<file path="config.mk">
export PLATFORM = sky130hd
export DESIGN_NAME = npc_unit
export DESIGN_NICKNAME = d
export VERILOG_FILES = /design/src/rtl/npc_pkg.sv /design/src/rtl/npc_incr.sv /design/src/rtl/npc_branch_tgt.sv /design/src/rtl/npc_jump_tgt.sv /design/src/rtl/npc_select.sv /design/src/rtl/npc_unit.sv
export SDC_FILE = /design/constraint.sdc
export NUM_CORES = 1
export LEC_CHECK = 0
export BUFFER_PORTS_ARGS = -buffer_cell sky130_fd_sc_hd__buf_4
export CORE_ASPECT_RATIO = 2
export CORE_UTILIZATION = 52
export DETAILED_ROUTE_END_ITERATION = 12
export HOLD_SLACK_MARGIN = 0.08
export MAX_ROUTING_LAYER = met4
export PLACE_DENSITY = 0.82
export SYNTH_ARGS = -nofsm -noshare
export SYNTH_HDL_FRONTEND = slang
export SYNTH_SLANG_ARGS = --single-unit
</file>
<file path="constraint.sdc">
create_clock -name clk -period 4.1 [get_ports clk]
set_input_delay 0.82 -clock clk [delete_from_list [all_inputs] [get_ports clk]]
set_output_delay 0.82 -clock clk [all_outputs]
set_load 0.01 [all_outputs]
</file>
<file path="src/rtl/npc_pkg.sv">
package npc_pkg;

    // Instructions are word aligned: two zero bits below every address.
    localparam int ALIGN_BITS = 2;

    // The three selection cases for the next address.
    typedef enum logic [1:0] {
        SRC_SEQ    = 2'd0,
        SRC_BRANCH = 2'd1,
        SRC_JUMP   = 2'd2
    } npc_src_e;

endpackage

</file>
<file path="src/rtl/npc_incr.sv">
module npc_incr #(
    parameter int W     = 32,
    parameter int ALIGN = 2
) (
    input  logic [W-1:0] pc_i,
    output logic [W-1:0] seq_o
);
    // One instruction word, in bytes.
    localparam logic [W-1:0] STEP = W'(1) << ALIGN;

    // Any carry out of the top bit is dropped, so the sum wraps modulo 2^W.
    assign seq_o = pc_i + STEP;

endmodule

</file>
<file path="src/rtl/npc_branch_tgt.sv">
module npc_branch_tgt #(
    parameter int W     = 32,
    parameter int IMM_W = 16,
    parameter int ALIGN = 2
) (
    input  logic [W-1:0]     base_i,
    input  logic [IMM_W-1:0] disp_i,
    output logic [W-1:0]     tgt_o
);
    logic [W-1:0] offs;

    // The offset is built from wiring alone. Bits below ALIGN are zero,
    // the middle bits are the displacement, and every bit above it is a
    // copy of the displacement's sign bit.
    for (genvar i = 0; i < W; i++) begin : g_ext
        if (i < ALIGN) begin : g_low
            assign offs[i] = 1'b0;
        end else if (i - ALIGN < IMM_W) begin : g_mid
            assign offs[i] = disp_i[i-ALIGN];
        end else begin : g_sign
            assign offs[i] = disp_i[IMM_W-1];
        end
    end

    assign tgt_o = base_i + offs;

endmodule

</file>
<file path="src/rtl/npc_jump_tgt.sv">
module npc_jump_tgt #(
    parameter int W     = 32,
    parameter int TGT_W = 26,
    parameter int ALIGN = 2
) (
    input  logic [W-1:0]     base_i,
    input  logic [TGT_W-1:0] field_i,
    output logic [W-1:0]     tgt_o
);
    // Number of upper address bits kept from the base address.
    localparam int HI_W = W - TGT_W - ALIGN;

    assign tgt_o = {base_i[W-1 -: HI_W], field_i, {ALIGN{1'b0}}};

endmodule

</file>
<file path="src/rtl/npc_select.sv">
module npc_select
    import npc_pkg::*;
#(
    parameter int W = 32
) (
    input  logic         branch_i,
    input  logic         zero_i,
    input  logic         jump_i,
    input  logic [W-1:0] seq_i,
    input  logic [W-1:0] br_i,
    input  logic [W-1:0] jmp_i,
    output logic [W-1:0] next_o
);
    npc_src_e src;
    logic     taken;

    // Case decision. A jump always wins. Otherwise the branch target is
    // used only when the branch flag and the zero flag are both high.
    always_comb begin
        taken = branch_i & zero_i;
        if (jump_i) begin
            src = SRC_JUMP;
        end else if (taken) begin
            src = SRC_BRANCH;
        end else begin
            src = SRC_SEQ;
        end
    end

    // Output multiplexer, steered only by the decided case.
    always_comb begin
        unique case (src)
            SRC_SEQ:    next_o = seq_i;
            SRC_BRANCH: next_o = br_i;
            SRC_JUMP:   next_o = jmp_i;
            default:    next_o = seq_i;
        endcase
    end

endmodule

</file>
<file path="src/rtl/npc_unit.sv">
module npc_unit
    import npc_pkg::*;
#(
    parameter int          ADDR_W   = 32,
    parameter int          IMM_W    = 16,
    parameter int          TGT_W    = 26,
    parameter logic [31:0] RESET_PC = 32'h0
) (
    input  logic              clk,
    input  logic              rst,
    input  logic [IMM_W-1:0]  imm_i,
    input  logic [TGT_W-1:0]  tgt_i,
    input  logic              branch_i,
    input  logic              jump_i,
    input  logic              zero_i,
    output logic [ADDR_W-1:0] pc_o,
    output logic [ADDR_W-1:0] pc_plus4_o
);
    logic [ADDR_W-1:0] pc_q;
    logic [ADDR_W-1:0] seq_addr;
    logic [ADDR_W-1:0] br_addr;
    logic [ADDR_W-1:0] jmp_addr;
    logic [ADDR_W-1:0] next_addr;

    npc_incr #(.W(ADDR_W), .ALIGN(ALIGN_BITS)) u_incr (
        .pc_i  (pc_q),
        .seq_o (seq_addr)
    );

    npc_branch_tgt #(.W(ADDR_W), .IMM_W(IMM_W), .ALIGN(ALIGN_BITS)) u_br (
        .base_i (seq_addr),
        .disp_i (imm_i),
        .tgt_o  (br_addr)
    );

    npc_jump_tgt #(.W(ADDR_W), .TGT_W(TGT_W), .ALIGN(ALIGN_BITS)) u_jmp (
        .base_i  (seq_addr),
        .field_i (tgt_i),
        .tgt_o   (jmp_addr)
    );

    npc_select #(.W(ADDR_W)) u_sel (
        .branch_i (branch_i),
        .zero_i   (zero_i),
        .jump_i   (jump_i),
        .seq_i    (seq_addr),
        .br_i     (br_addr),
        .jmp_i    (jmp_addr),
        .next_o   (next_addr)
    );

    // Address register: loads exactly one new value per clock.
    always_ff @(posedge clk) begin
        if (rst) begin
            pc_q <= ADDR_W'(RESET_PC);
        end else begin
            pc_q <= next_addr;
        end
    end

    assign pc_o       = pc_q;
    assign pc_plus4_o = seq_addr;

endmodule

</file>
# Word level (Yosys, flattened, before mapping)
# Cells that the tools add are included.
# word_totals
reg_bits	32
latchBits	0
mem_bits_rw	0
mem_bits_ro	0
output_inout_bits	64
wordCells	9
mem_count	0
# classes
addsub	2
multipliers	0
div_mod_pow	0
order_cmp	0
eq_ne	2
shifts	0
n_mux	3
n_bitwise	1
n_reduce_logical	0
# op_table
cell	n
$pmux W32 S2	1
$add A32 B3 Y32 const B	1
$add A32 B32 Y32	1
$eq A2 B1 Y1 const B	1
$eq A2 B2 Y1 const B	1
$mux W2	1
$and A1 B1 Y1	1
$mux W1	1

# Logic depth before layout (Yosys ltp)
# Gate-level depths: netlist of the first run.
# depth
word_depth	5
ltp_mapped	16
ltp_nobuf	15

# By module
# A second synthesis of the first run with hierarchy kept.
# hier_totals
cells_unflattened	559
hier_area_um2	4508.1
# modules_own_cells
mod	n_inst	cells_per_inst	area_each_um2
npc_branch_tgt	1	226	1660.3
npc_select	1	150	1159.9
npc_unit	1	67	863.3
npc_incr	1	83	580.6
npc_jump_tgt	1	33	244.0

# Worst setup path after synthesis of the first run
# Ideal clock, no wire load.
# synth_timing
kind	reg-to-reg
startpoint	register pc_q[2], in the netlist pc_o[2]
endpoint	register pc_q[27], in the netlist pc_o[27]
t_arrival_ps	3747
path_slack_ps	238
path_stages_with_launch	16
path_buffers	1
synth_period_minus_slack_ps	3862
path_cell_list	dfxtp_1 ha_1 and3_1 clkbuf_1 nor2b_1 nand4_1 xnor2_1 ha_1 a21oi_1 o21ai_0 a221o_1 nor3_1 a21oi_1 a311o_1 xnor2_1 a2111oi_0
# synth_via
elab_chain_len	3
# synth_rtl
element	line	rtl
from (decl)	npc_unit.sv:19	logic [ADDR_W-1:0] pc_q;
from (signal assigned)	npc_unit.sv:55	pc_q <= ADDR_W'(RESET_PC);
from (signal assigned)	npc_unit.sv:57	pc_q <= next_addr;
$add A32 B3 Y32	npc_incr.sv:12	assign seq_o = pc_i + STEP;
named net pc_plus4_o[14]	npc_unit.sv:17	output logic [ADDR_W-1:0] pc_plus4_o
$add A32 B32 Y32	npc_branch_tgt.sv:25	assign tgt_o = base_i + offs;
$pmux W32 S2	npc_select.sv:32	unique case (src)
# The timed path passes the listed nets, and every way through them passes these cells.
# A chain may end at the register's enable or synchronous reset.

# Worst setup path after layout of the first run
# layout_timing
startpoint	register pc_q[4], in the netlist pc_o[4]
endpoint	register pc_q[28], in the netlist pc_o[28]
# layout_via
elab_chain_len	3
# layout_rtl
element	line
$add A32 B3 Y32 (*)	npc_incr.sv:12
$add A32 B32 Y32	npc_branch_tgt.sv:25
$pmux W32 S2 (*)	npc_select.sv:32
# Every way passes the cells marked *; elsewhere a longest branch is shown, timed or not.

==> results.md, run 1 <==
- Largest net degree at the start of global routing: 31
- Die X: 59.4 microns
- Worst Path Arrival: 4.14 ns
- Residual DRC count: 0
- Final wirelength: 12.2 mm
- Kind of critical path: flip-flop to flip-flop
- RR Startpoint: pc_o[4]$_SDFF_PP0_
- Number of CTS-inserted buffers: 5
- Critical R2R Capture: pc_o[28]$_SDFF_PP0_
- Layout area overhead: 31.0%
- Syn. warnings: 0
- H-tree Lvls: 2
- Xor/xnor share of the synthesized area: 0.123
- Crit path launch type: flip-flop
- Req. time, crit path: 4.28 ns
- Slew HR: 0.342
- Top cell type's share of synthesized area: 0.175
- Num rows: 41
- Worst R2R Setup Slack: 0.14 ns
- CORE AREA: 6310 sq um
- Port Buffers: 106
- Fmax: 0.252 GHz
- Yosys reg bits: 30
- Status: completed
- Final setup viols: 0
- Post-synth EDFFs: 0
- R2r worst-path depth: 14
- Syn Inst Count: 441
- Number of global-route vias before repair: 3932
- Most area-consuming cells after synthesis: dfxtp_1 (18%), ha_1 (13%), xnor2_1 (7.9%)
- Setup_tns: 0 ns
- Max reg flops: 30
- DR pass1 iterations: 4
- Tcrit/Tclk final: 0.967
- Hold-fix buffers at CTS: 0
- Min-delay src: pc_o[31]$_SDFF_PP0_
- Clock transition at the registers of the reported paths: 0.06 ns
- Number of diodes: 0
- Clk_lat worst skew: 0.28 ns
- Routability cong.: 1.04
- Leak pwr: 2.21 nW
- Total Nets Final: 636
- DIE AREA: 6940 sq um
- HP Class: flip-flop to flip-flop
- Fin. Hold Viols: 0
- Post-synthesis compound-gate area fraction: 0.271
- Critical Path Source: pc_o[4]$_SDFF_PP0_
- CTS tree: done
- Final core utilization: 0.712
- Max-slew violation count: 0
- Clk buf depth: 2
- Vias per cell: 6.16
- Worst VDD drop: 0.208 mV
- Post-synth cell types: 60
- GRT overflow: 0
- Unrepaired setup endpoints after global routing: yes
- Initial antenna violation count: 0
- Avg Inst Size Synth: 7.77 sq um
- Total GRT Usage: 0.370
- CP endpoint: pc_o[28]$_SDFF_PP0_
- First-pass GRT wire length: 18.5 mm
- Register area share after synthesis: 0.175
- Detailed router's first-iteration violation count: 202
- CTS Sinks: 30
- Main combinational cell family by area after synthesis: compound AO/OA/AOI/OAI gates
- Post-synth ARST share: 0
- Final setup skew: 0.00669 ns
- # Max-Cap Violations: 0
- Mux cell area share after synthesis: 0.00876
- Antenna-violating nets left: 0
- Minimum clock period: 3.96 ns
- Num ports: 111
- DP HPWL: 9.35 mm
- Mapped Area: 3430 sq um
- WL/cell: 19.1 microns
- Initial Util: 0.543
- Largest area contributor in the synthesized netlist: dfxtp_1
- Slew @ Worst Pin: 0.984 ns
- Chip height: 117 microns
- CTS root buffer: clkbuf_16
- Layout cell share with drive strength beyond 1: 0.269
- Primary FF master, synth: dfxtp_1
- Final Total Pwr: 1.29 mW
- Vias post-DR: 3937
- Simple-Gate Fraction of Synth Area: 0.231
- Pwr dens: 287 nW/um^2
- Max FO, Critical Path: 6
- Worst setup EP type: flip-flop
- Adder-cell share of the synthesized area: 0.137
## layout make-up
class / instances / area [sq um]
well taps: 86 / 108
flip-flops and latches: 30 / 601
multi-input cells: 384 / 2690
repair buffers: 121 / 908
clock buffers: 7 / 143
clock inverters: 1 / 5.00
inverters: 10 / 37.5
fillers: 559 / 1820
## cell families (layout without fill, tap and decap cells)
logic type / count (synthesis) / after routing
AOI/OAI and AO/OA: 129 / 129
xor gates and xnor gates: 48 / 48
adders and majority gates: 37 / 37
buffers and inverters: 30 / 139
DFF: 30 / 30
muxes: 3 / 3
other: 1 / 4
and+or+nand+nor: 163 / 163
## critical path: stages (launching register included)
cell and delay, ns:
dfxtp_1 0.42, and4_1 0.29, nand4_1 0.22, buf_4 0.21, xnor2_1 0.24, ha_1 0.35, a21o_1 0.22, a31o_2 0.25
a21o_1 0.19, a211o_4 0.35, a21bo_2 0.24, a311oi_2 0.33, nor3_1 0.12, xnor2_1 0.14, a211oi_1 0.29
## cell usage after synthesis (2+ instances only)
cell type / instances
and2_1: 7
dfxtp_1: 30
nand4_1: 7
a21o_1: 19
xor2_1: 17
nand3_1: 16
a311oi_2: 2
o21a_1: 6
or3_1: 2
o211a_1: 5
a211o_1: 2
nor2_1: 46
nand2b_1: 2
a21oi_1: 32
o311ai_0: 2
clkbuf_1: 10
o311a_1: 2
a2111oi_0: 4
clkbuf_8: 5
o21ai_0: 19
buf_4: 4
a211oi_1: 11
and3_1: 13
ha_1: 36
or2_2: 2
nor3_1: 17
a31o_2: 2
o21bai_1: 2
xnor2_1: 31
a31oi_1: 3
mux2i_1: 3
and4_1: 4
nor2b_1: 5
nand2_1: 37
a311oi_1: 3
inv_1: 9
## per-stage QoR
stage	std cells	hold WS (ns)	setup slack [ns]	area, sq um
2_1_floorplan	444	0.695	0.238	3440
3_3_place_gp	630	0.604	0.0572	4310
3_5_place_dp	630	0.624	0.0316	4310
4_1_cts	638	0.633	0.0466	4460
5_1_grt	639	0.680	-0.00576	4490
6_report	639	0.636	0.136	4490
## worst min-delay path by stage
stage	to	slack, ns	depth (start not counted)
after CTS	pc_o[31]$_SDFF_PP0_	0.63	3
after global routing	pc_o[31]$_SDFF_PP0_	0.68	3
after global placement	pc_o[31]$_SDFF_PP0_	0.60	3
after detailed placement	pc_o[31]$_SDFF_PP0_	0.62	3
final	pc_o[31]$_SDFF_PP0_	0.64	3
after floorplan	pc_o[31]$_SDFF_PP0_	0.70	3
## repair_timing
action	in CTS	in global routing
resized for setup	1	8
setup buffers	0	1
setup endpoints to repair	1	8
pin swaps	0	1
hold endpoints to repair	0	0
cloned	0	0
## layout by cell type (no fill, tap or decap), types with 6 or more instances in the layout
cell      instances
buf_4           121
nor2_1           45
nand2_1          37
ha_1             36
a21oi_1          32
xnor2_1          30
dfxtp_1          30
a21o_1           19
o21ai_0          19
nor3_1           17
nand3_1          16
xor2_1           16
and3_1           13
a211oi_1         11
inv_1             9
nand4_1           7
and2_1            7
o21a_1            6
## routing by layer
layer | routed length [microns] | GRT usage
met5 | 0 | -
met4 | 792 | 0.249
met3 | 557 | 0.0549
met2 | 6740 | 0.704
met1 | 4090 | 0.314
## report_power, final
group / leakage, nW / internal [mW] / switching [mW]
clock network: 0.0739 / 0.241 / 0.135
registers: 0.249 / 0.316 / 0.0282
logic: 1.88 / 0.263 / 0.307
total: 2.21 / 0.819 / 0.470
Note: power is estimated with default switching activity, not from simulation.
==> run 2: changes to the inputs <==
--- a/config.mk
+++ b/config.mk
@@ -7,11 +7,12 @@
 export LEC_CHECK = 0
 export BUFFER_PORTS_ARGS = -buffer_cell sky130_fd_sc_hd__buf_4
 export CORE_ASPECT_RATIO = 2
-export CORE_UTILIZATION = 52
+export CORE_UTILIZATION = 53
+export CTS_BUF_LIST = sky130_fd_sc_hd__clkbuf_8
 export DETAILED_ROUTE_END_ITERATION = 12
 export HOLD_SLACK_MARGIN = 0.08
 export MAX_ROUTING_LAYER = met4
-export PLACE_DENSITY = 0.82
+export PLACE_DENSITY = 0.83
 export SYNTH_ARGS = -nofsm -noshare
 export SYNTH_HDL_FRONTEND = slang
 export SYNTH_SLANG_ARGS = --single-unit
==> results.md, run 2 (synthesized netlist as in run 1, its figures left out) <==
- Status: completed (unchanged)
- DIE AREA: 6810 sq um (was 6940 sq um)
- R2r worst-path depth: 14 (unchanged)
- WP buf/inv: 0 (was 1)
- Setup_tns: 0 ns (unchanged)
- Detailed router's first-iteration violation count: 252 (was 202)
- Final setup viols: 0 (unchanged)
- Req. time, crit path: 4.30 ns (was 4.28 ns)
- Initial antenna violation count: 0 (unchanged)
- Layout cell share with drive strength beyond 1: 0.261 (was 0.269)
- Commonest non-fill, non-tap cell in the layout: buf_4 (unchanged)
- CP max-delay cell: dfxtp_1 (unchanged)
- Clk buf depth: 2 (unchanged)
- Kind of critical path: flip-flop to flip-flop (unchanged)
- Met1 usage: 0.318 (was 0.314)
- Crit path launch type: flip-flop (unchanged)
- Die X: 58.9 microns (was 59.4 microns)
- Dpl cells: 629 (was 630)
- Fin. Hold Viols: 0 (unchanged)
- Hold-fix buffers at CTS: 0 (unchanged)
- Initial Util: 0.548 (was 0.543)
- Tcrit/Tclk final: 0.962 (was 0.967)
- Slew @ Worst Pin: 0.943 ns (was 0.984 ns)
- Global routing's busiest layer: met2 (unchanged)
- Routability cong.: 1.01 (was 1.04)
- # Max-Cap Violations: 0 (unchanged)
- Antenna-violating nets left: 0 (unchanged)
- Place WS: 0.0167 ns (was 0.0316 ns)
- Vias per cell: 6.09 (was 6.16)
- Total Nets Final: 634 (was 636)
- First-pass GRT wire length: 18.0 mm (was 18.5 mm)
- Clk_lat worst skew: 0.29 ns (was 0.28 ns)
- WL/cell: 18.9 microns (was 19.1 microns)
- Final setup skew: 0.00872 ns (was 0.00669 ns)
- Worst hold stages: 3 (unchanged)
- GRT overflow: 0 (unchanged)
- HP Class: flip-flop to flip-flop (unchanged)
- Crit-path leading delay family: compound AO/OA/AOI/OAI gates (unchanged)
- Chip height: 116 microns (was 117 microns)
- DR pass1 iterations: 5 (was 4)
- Layout area overhead: 28.5% (was 31.0%)
- DP HPWL: 9.35 mm (about the same)
- CTS root buffer: clkbuf_8 (was clkbuf_16)
- Met3 usage: 0.0357 (was 0.0549)
- Residual DRC count: 0 (unchanged)
- Num rows: 41 (unchanged)
- Number of CTS-inserted buffers: 5 (unchanged)
- GRT met2 Usage: 0.711 (was 0.704)
- WHS: 0.664 ns (was 0.636 ns)
- Worst-path cell chain: and4_1 -> nand4_1 -> nor2_4 -> nand3_1 -> xnor2_1 -> ha_1 -> and3_1 -> a31o_2 -> a211o_4 -> a21bo_2 -> a311oi_2 -> o41ai_1 -> xnor2_1 -> o41ai_2 (was and4_1 -> nand4_1 -> buf_4 -> xnor2_1 -> ha_1 -> a21o_1 -> a31o_2 -> a21o_1 -> a211o_4 -> a21bo_2 -> a311oi_2 -> nor3_1 -> xnor2_1 -> a211oi_1)
- Total GRT Usage: 0.365 (was 0.370)
- Number of diodes: 0 (unchanged)
- Port Buffers: 106 (unchanged)
- Num ports: 111 (unchanged)
- Max FO, Critical Path: 6 (unchanged)
- CTS Sinks: 30 (unchanged)
- Minimum clock period: 3.94 ns (was 3.96 ns)
- Fmax: 0.254 GHz (was 0.252 GHz)
- Clock transition at the registers of the reported paths: 0.07 ns (was 0.06 ns)
- Worst path depth: 14 (unchanged)
- Commonest non-fill, non-tap cells in the layout: buf_4 (119), nor2_1 (45), nand2_1 (37) (was buf_4 (121), nor2_1 (45), nand2_1 (37))
- Pwr dens: 264 nW/um^2 (was 287 nW/um^2)
- Worst VDD drop: 0.166 mV (was 0.208 mV)
- Crit-path max cell delay: 0.41 ns (was 0.42 ns)
- CORE AREA: 6260 sq um (was 6310 sq um)
- Final Worst Setup Slack: 0.157 ns (was 0.136 ns)
- Number of global-route vias before repair: 3814 (was 3932)
- Unrepaired setup endpoints after global routing: no (was yes)
- H-tree Lvls: 2 (unchanged)
- Final wirelength: 12.0 mm (was 12.2 mm)
- Post-CTS setup buffer count: 0 (unchanged)
- Slew HR: 0.372 (was 0.342)
- Max-slew violation count: 0 (unchanged)
- Leak pwr: 2.17 nW (was 2.21 nW)
- Max reg flops: 30 (unchanged)
- Vias post-DR: 3881 (was 3937)
- Worst Path Arrival: 4.14 ns (about the same)
- Worst setup EP type: flip-flop (unchanged)
- Cell mode on critical path: xnor2_1
- CTS tree: done (unchanged)
- Largest net degree at the start of global routing: 32 (was 31)
- Final Non-Filler Cells: 637 (was 639)
run 2: cell count changes in the layout (fill, tap and decap cells not counted):
cell and change:
a2111oi_0 +3, a2111oi_1 -3, and2b_1 +1, and2b_2 -1, buf_4 -2, clkbuf_1 -1
clkbuf_16 -5, clkbuf_8 +5, inv_1 +1, nor2b_1 +1, nor2b_2 -1, xnor2_1 +1
xnor2_2 -1
run 2: worst register-to-register path: stages (launching register included):
cell	delay, ns
dfxtp_1	0.41
and4_1	0.27
nand4_1	0.25
nor2_4	0.27
nand3_1	0.12
xnor2_1	0.27
ha_1	0.38
and3_1	0.22
a31o_2	0.25
a211o_4	0.34
a21bo_2	0.23
a311oi_2	0.33
o41ai_1	0.17
xnor2_1	0.15
o41ai_2	0.21
run 2: power by group:
group / switching, mW / leakage, nW / internal (mW)
Clock: 0.122 / 0.0524 / 0.133
Sequential: 0.0290 / 0.249 / 0.315
Combinational: 0.302 / 1.87 / 0.261
run 2: per-stage QoR:
step | total power, mW | util | instance area [sq um]
after floorplan | 0.698 | - | 3440
after global placement | 0.896 | 0.687 | 4300
after detailed placement | 0.904 | 0.687 | 4300
after CTS | 1.16 | 0.701 | 4390
after global routing | 1.23 | 0.704 | 4400
final | 1.16 | 0.704 | 4400
run 2: area by class of cell:
cell class	instances	area [sq um]
clock inverter	2	8.76
timing repair buffer	119	893
fill	570	1850
sequential	30	601
inverter	10	37.5
clock buffer	6	82.6
tap	86	108
multi-input combinational	384	2670
run 2: per-layer routing:
metal	routed length (microns)	vias up	part of all wire
li1	-	1827	-
met3	515	51	0.043
met4	712	0	0.059
met5	0	-	0
met2	6840	174	0.57
met1	3940	1829	0.33
run 2: path summary, 6_finish.rpt:
kind,startpoint,endpoint,slack (ns)
max,pc_o[5]$_SDFF_PP0_,pc_o[30]$_SDFF_PP0_,0.16
max reg2reg,pc_o[5]$_SDFF_PP0_,pc_o[30]$_SDFF_PP0_,0.16
min,pc_o[31]$_SDFF_PP0_,pc_o[31]$_SDFF_PP0_,0.66
min reg2reg,pc_o[31]$_SDFF_PP0_,pc_o[31]$_SDFF_PP0_,0.66
run 2: what timing repair did:
item / in CTS / in global routing
setup endpoints to repair: 0 / 4
hold endpoints to repair: 0 / 0
resized for setup: 0 / 3
